===== src/rtl/hint_victim_sel.sv =====
module hint_victim_sel #(
  parameter int WAYS = 4,
  parameter int SETS = 16,
  parameter int KCW  = 3
) (
  input  logic                    clk,
  input  logic                    rst,
  input  logic                    req_valid,
  input  logic [$clog2(SETS)-1:0] req_set,
  input  logic                    req_hit,
  input  logic [$clog2(WAYS)-1:0] req_hit_way,
  input  logic                    req_keep,
  input  logic                    req_evict,
  output logic                    vic_valid,
  output logic [$clog2(WAYS)-1:0] vic_way
);
  localparam int WW = $clog2(WAYS);
  localparam int SW = $clog2(SETS);
  localparam logic [KCW-1:0] KMAX = {KCW{1'b1}};
  localparam logic [WW-1:0]  OLDEST = WW'(WAYS - 1);

  logic [WW-1:0]  age_q [SETS][WAYS];
  logic [KCW-1:0] kc_q  [SETS][WAYS];
  logic [WAYS-1:0] val_q [SETS];
  logic [WAYS-1:0] ev_q  [SETS];

  logic [WW-1:0]   cur_age [WAYS];
  logic [WAYS-1:0] cur_val, cur_ev, cur_kp;

  always_comb begin
    cur_val = val_q[req_set];
    cur_ev  = ev_q[req_set];
    for (int w = 0; w < WAYS; w++) begin
      cur_age[w] = age_q[req_set][w];
      cur_kp[w]  = kc_q[req_set][w] != '0;
    end
  end

  logic          inv_hit, ev_hit, nk_hit;
  logic [WW-1:0] inv_w, ev_w, nk_w, lru_w, ev_age, nk_age, victim;

  always_comb begin
    inv_hit = 1'b0; inv_w = '0;
    ev_hit  = 1'b0; ev_w  = '0; ev_age = '0;
    nk_hit  = 1'b0; nk_w  = '0; nk_age = '0;
    lru_w   = '0;
    for (int w = WAYS - 1; w >= 0; w--)
      if (!cur_val[w]) begin
        inv_hit = 1'b1;
        inv_w   = WW'(w);
      end
    for (int w = 0; w < WAYS; w++) begin
      if (cur_val[w] && cur_ev[w] && (!ev_hit || cur_age[w] > ev_age)) begin
        ev_hit = 1'b1; ev_w = WW'(w); ev_age = cur_age[w];
      end
      if (cur_val[w] && !cur_kp[w] && (!nk_hit || cur_age[w] > nk_age)) begin
        nk_hit = 1'b1; nk_w = WW'(w); nk_age = cur_age[w];
      end
      if (cur_age[w] == OLDEST) lru_w = WW'(w);
    end
    victim = inv_hit ? inv_w : ev_hit ? ev_w : nk_hit ? nk_w : lru_w;
  end

  wire           miss    = req_valid && !req_hit;
  wire [WW-1:0]  pivot   = req_hit ? req_hit_way : victim;
  wire [WW-1:0]  piv_age = cur_age[pivot];

  always_ff @(posedge clk) begin
    if (rst) begin
      for (int s = 0; s < SETS; s++) begin
        val_q[s] <= '0;
        ev_q[s]  <= '0;
        for (int w = 0; w < WAYS; w++) begin
          age_q[s][w] <= WW'(w);
          kc_q[s][w]  <= '0;
        end
      end
    end else if (req_valid) begin
      for (int w = 0; w < WAYS; w++) begin
        if (WW'(w) == pivot)
          age_q[req_set][w] <= '0;
        else if (cur_age[w] < piv_age)
          age_q[req_set][w] <= cur_age[w] + 1'b1;
        if (miss) begin
          if (WW'(w) == victim) begin
            val_q[req_set][w] <= 1'b1;
            ev_q[req_set][w]  <= req_evict;
            kc_q[req_set][w]  <= (req_keep && !req_evict) ? KMAX : '0;
          end else if (kc_q[req_set][w] != '0) begin
            kc_q[req_set][w] <= kc_q[req_set][w] - 1'b1;
          end
        end
      end
    end
  end

  logic          vv_q;
  logic [WW-1:0] vw_q;
  always_ff @(posedge clk) begin
    if (rst) begin
      vv_q <= 1'b0;
      vw_q <= '0;
    end else begin
      vv_q <= miss;
      vw_q <= victim;
    end
  end
  assign vic_valid = vv_q;
  assign vic_way   = vw_q;

  logic [SW-1:0]   set_d;
  logic [WAYS-1:0] val_d, evc_d, kp_d;
  always_ff @(posedge clk) begin
    set_d <= req_set;
    val_d <= cur_val;
    evc_d <= cur_val & cur_ev;
    kp_d  <= cur_kp;
  end

  p_strobe_r2: assert property (@(posedge clk) disable iff (rst)
    vic_valid |-> $past(req_valid && !req_hit));

  p_hit_quiet_r2: assert property (@(posedge clk) disable iff (rst)
    (req_valid && req_hit) |=> !vic_valid);

  p_invalid_first_r3: assert property (@(posedge clk) disable iff (rst)
    (vic_valid && val_d != '1) |-> !val_d[vic_way]);

  p_evict_pref_r4: assert property (@(posedge clk) disable iff (rst)
    (vic_valid && val_d == '1 && evc_d != '0) |-> evc_d[vic_way]);

  p_keep_shield_r5: assert property (@(posedge clk) disable iff (rst)
    (vic_valid && val_d == '1 && evc_d == '0 && kp_d != '1) |-> !kp_d[vic_way]);

  p_fill_mru_r7: assert property (@(posedge clk) disable iff (rst)
    vic_valid |-> (age_q[set_d][vic_way] == '0 && val_q[set_d][vic_way]));
endmodule


===== config.mk =====
export PLATFORM = sky130hd
export DESIGN_NAME = hint_victim_sel
export DESIGN_NICKNAME = d
export VERILOG_FILES = /design/src/rtl/hint_victim_sel.sv
export SDC_FILE = /design/constraint.sdc
export NUM_CORES = 1
export LEC_CHECK = 0
export ABC_AREA = 1
export BUFFER_PORTS_ARGS = -buffer_cell sky130_fd_sc_hd__buf_4
export CORE_MARGIN = 2
export CORE_UTILIZATION = 50
export CTS_CLUSTER_DIAMETER = 50
export DETAILED_ROUTE_END_ITERATION = 6
export GPL_ROUTABILITY_DRIVEN = 0
export GPL_TIMING_DRIVEN = 0
export PLACE_DENSITY = 0.72
export SYNTH_ARGS = -nofsm -noshare
export SYNTH_HDL_FRONTEND = slang
export SYNTH_SLANG_ARGS = --single-unit

===== constraint.sdc =====
create_clock -name clk -period 7.9 [get_ports clk]
set_input_delay 1.58 -clock clk [delete_from_list [all_inputs] [get_ports clk]]
set_output_delay 1.58 -clock clk [all_outputs]
set_load 0.05 [all_outputs]

==> flow_metrics.tcl <==
set metrics [dict create \
    ys_seq_area_share_pct 59.5 \
    cts_tree "built" \
    post_synth_inst_count 2413 \
    fin_total_pwr_mw 5.64 \
    synth_top_flop_cell "edfxtp_1" \
    final_layout_size_suffix_gt1_share_pct 13.5 \
    overflow 0 \
    cts_max_level 2 \
    grt_pass1_wl_um 110000 \
    violations "design-rule violations, max-capacitance violations, max-slew violations" \
    p_per_area_nw_per_um2 225 \
    rr_endpoint "kc_q[2][5]$_SDFFCE_PN0P_" \
    portBuffers 14 \
    worst_path_largest_cell_delay_ns 0.38 \
    leakage_nw 9.79 \
    start_util_pct 50.5 \
    hold_viol_final 0 \
    worst_setup_path_end_kind "register" \
    final_cell_mix "844 x nand2_1, 384 x edfxtp_1, 370 x nor2_1, 159 x a22oi_1, 84 x nand3_1" \
    dr_total_vias 19200 \
    finalCritPeriodShare_pct 98.1 \
    ios 15 \
    ys_ff_latch 451 \
    max_slew_margin_pct -2.10 \
    fin_worst_skew_ns 0.0464 \
    path_class "in2reg" \
    async_flop_share_pct 0 \
    ff2ff_setup_slack_ns 1.70 \
    area_delta_synth_final_pct 15.8 \
    layout.nets 2531 \
    ctsHoldBuffers 0 \
    dpl.hpwl_um 49400 \
    track_usage_pct 33.4 \
    min_from "val_q[11][0]$_DFF_P_" \
    drc 1 \
    setup_viol 0 \
    syn_area_per_cell_um2 8.97 \
    outcome "finished with violations" \
    crit_arrival_ns 8.07 \
    grt_pass1_vias 18100 \
    holdPathEnd "val_q[11][0]$_DFF_P_" \
    finalWirelength_um 75700 \
    hp-class "reg2reg" \
    synthTopCellsByArea "edfxtp_1 53%, nand2_1 15%, nor2_1 6.5%" \
    synth_area_um2 21600 \
    clk_pin_slew_ns 0.07 \
    antenna_found_initial 2 \
    reg2reg_from "kc_q[3][9]$_SDFFCE_PN0P_" \
    drt_iter0_drc 3180 \
    ys_types 35 \
    rr_worst_depth 39 \
    cp.required_ns 8.22 \
    rows 76 \
    cts-root-buf "clkbuf_16" \
    synth_largest_type_area_fraction_pct 53.3 \
    clk_path_buf_depth 3 \
    insertion_delay_ns 0.62 \
    crit_fanout 19 \
    worst_pin_slew_ns 1.53 \
    drv_cap 2 \
    hold_depth 2 \
    ant_nets 0 \
    cp-start-kind "primary input" \
    hold_ws_ns 0.452 \
    diodes 0 \
    crit_path_top_delay_cell "nor4_4" \
    rsz0062_at_grt "true" \
    grt_max_degree 25 \
    wl_per_cell_um 24.3 \
    post-route-min-period_ns 7.75 \
    die_h_um 212 \
    ir_worst_vdd_v 0.000189 \
    timing.fmax_mhz 129 \
    yosys_warnings 0 \
    maxSlewViolCount 9 \
    cts_made_buffers 48 \
    synthesis.nets 2448 \
    crit_path_frequent_cell "nand2_1" \
    synth_edf_count 384 \
    final_util_pct 58.5 \
    synth_top_area_cell "edfxtp_1" \
    dr.pass1.iters 7 \
    vias_per_cell 6.15 \
    cts_sinks 451 \
    core-area_um2 42900 \
    final_common_cell "nand2_1" \
    die_w_um 212 \
    die_area_um2 45000 \
]
## repair_timing
action,CTS,global route
gates cloned,0,2
resized for setup,146,133
endpoints found under the setup margin,834,826
pin swaps,3,18
setup buffers,4,20
## worst max-delay path: cells and delay by family
kind	cells	cell delay, ns
AND/OR/NAND/NOR	22	2.57
buffers and inverters	13	1.56
AO/OA/AOI/OAI	8	1.16
adder cells (fa/ha/maj)	4	1.14
## power by group
| part | switching (mW) | internal, mW | total [mW] |
|---|---|---|---|
| logic | 0.448 | 0.167 | 0.615 |
| registers | 0.0271 | 2.65 | 2.68 |
| clock network | 1.01 | 1.33 | 2.35 |
## through the flow
stage	setup TNS, ns	cell area [um^2]	instances	setup slack, ns
after floorplan	0	21700	2413	0.0155
final	0	25100	3121	0.152
after global placement	-2183.10	22500	3012	-3.05
after detailed placement	-2270.39	22500	3014	-3.13
after CTS	-0.0181	24600	3102	-0.00615
after global routing	-44.77	25100	3121	-0.168
## worst max path at each step
stage,start,end,slack [ns]
2_1_floorplan,req_set[1],age_q[11][6]$_SDFFCE_PN0P_,0.02
3_3_place_gp,req_set[1],kc_q[10][1]$_SDFFCE_PN0P_,-3.05
3_5_place_dp,req_set[1],kc_q[11][1]$_SDFFCE_PN0P_,-3.13
4_1_cts,req_set[0],kc_q[14][7]$_SDFFCE_PN0P_,-0.006
5_1_grt,req_set[1],age_q[11][1]$_SDFFCE_PN1P_,-0.17
6_report,req_set[1],kc_q[2][5]$_SDFFCE_PN0P_,0.15
## state kept, by name, summed over array words and instances, names as in the netlist
| signal | cells |
|---|---|
| kc_q | 192 |
| age_q | 128 |
| ev_q | 64 |
| val_q | 64 |
| vic_way | 2 |
| vic_valid | 1 |
## cell usage after synthesis (3+ instances only)
cell type / n
nand2_1: 893
edfxtp_1: 384
nor2_1: 376
a22oi_1: 164
nand3_1: 97
inv_1: 81
clkbuf_1: 79
dfxtp_1: 67
buf_2: 48
o21ai_0: 44
a21oi_1: 40
ha_1: 23
nand4_1: 16
inv_2: 14
buf_1: 10
o22ai_1: 10
buf_4: 9
nor4_1: 9
nand2_2: 8
nand3_2: 8
o21ai_1: 5
nor2_2: 4
xor2_1: 4
buf_6: 3
clkinv_1: 3
## final cells by class
type / instances / area, um^2
multi-input combinational: 1716 / 8140
timing repair buffer: 41 / 335
inverter: 98 / 395
clock inverter: 30 / 347
clock buffer: 60 / 1280
sequential: 451 / 12900
buffer: 140 / 977
tap: 585 / 732
fill: 3591 / 17800
## cells by family (layout without fill, tap and decap cells)
logic type | Yosys count | count (layout) | synth area share, %
xor gates and xnor gates | 4 | 4 | 0.162
DFF | 451 | 451 | 59.5
and+or+nand+nor | 1419 | 1420 | 26.0
AOI/OAI and AO/OA | 269 | 269 | 8.26
buffers and inverters | 247 | 369 | 4.82
adders and majority gates | 23 | 23 | 1.33
## metal layers
metal	share of wire, %	vias up	track usage (%)
met5	0.087	-	0
li1	-	8287	-
met3	16	329	11.2
met2	43	1627	50.4
met4	6.2	4	17.8
met1	34	8946	42.8
(Power assumes the default switching activity.)
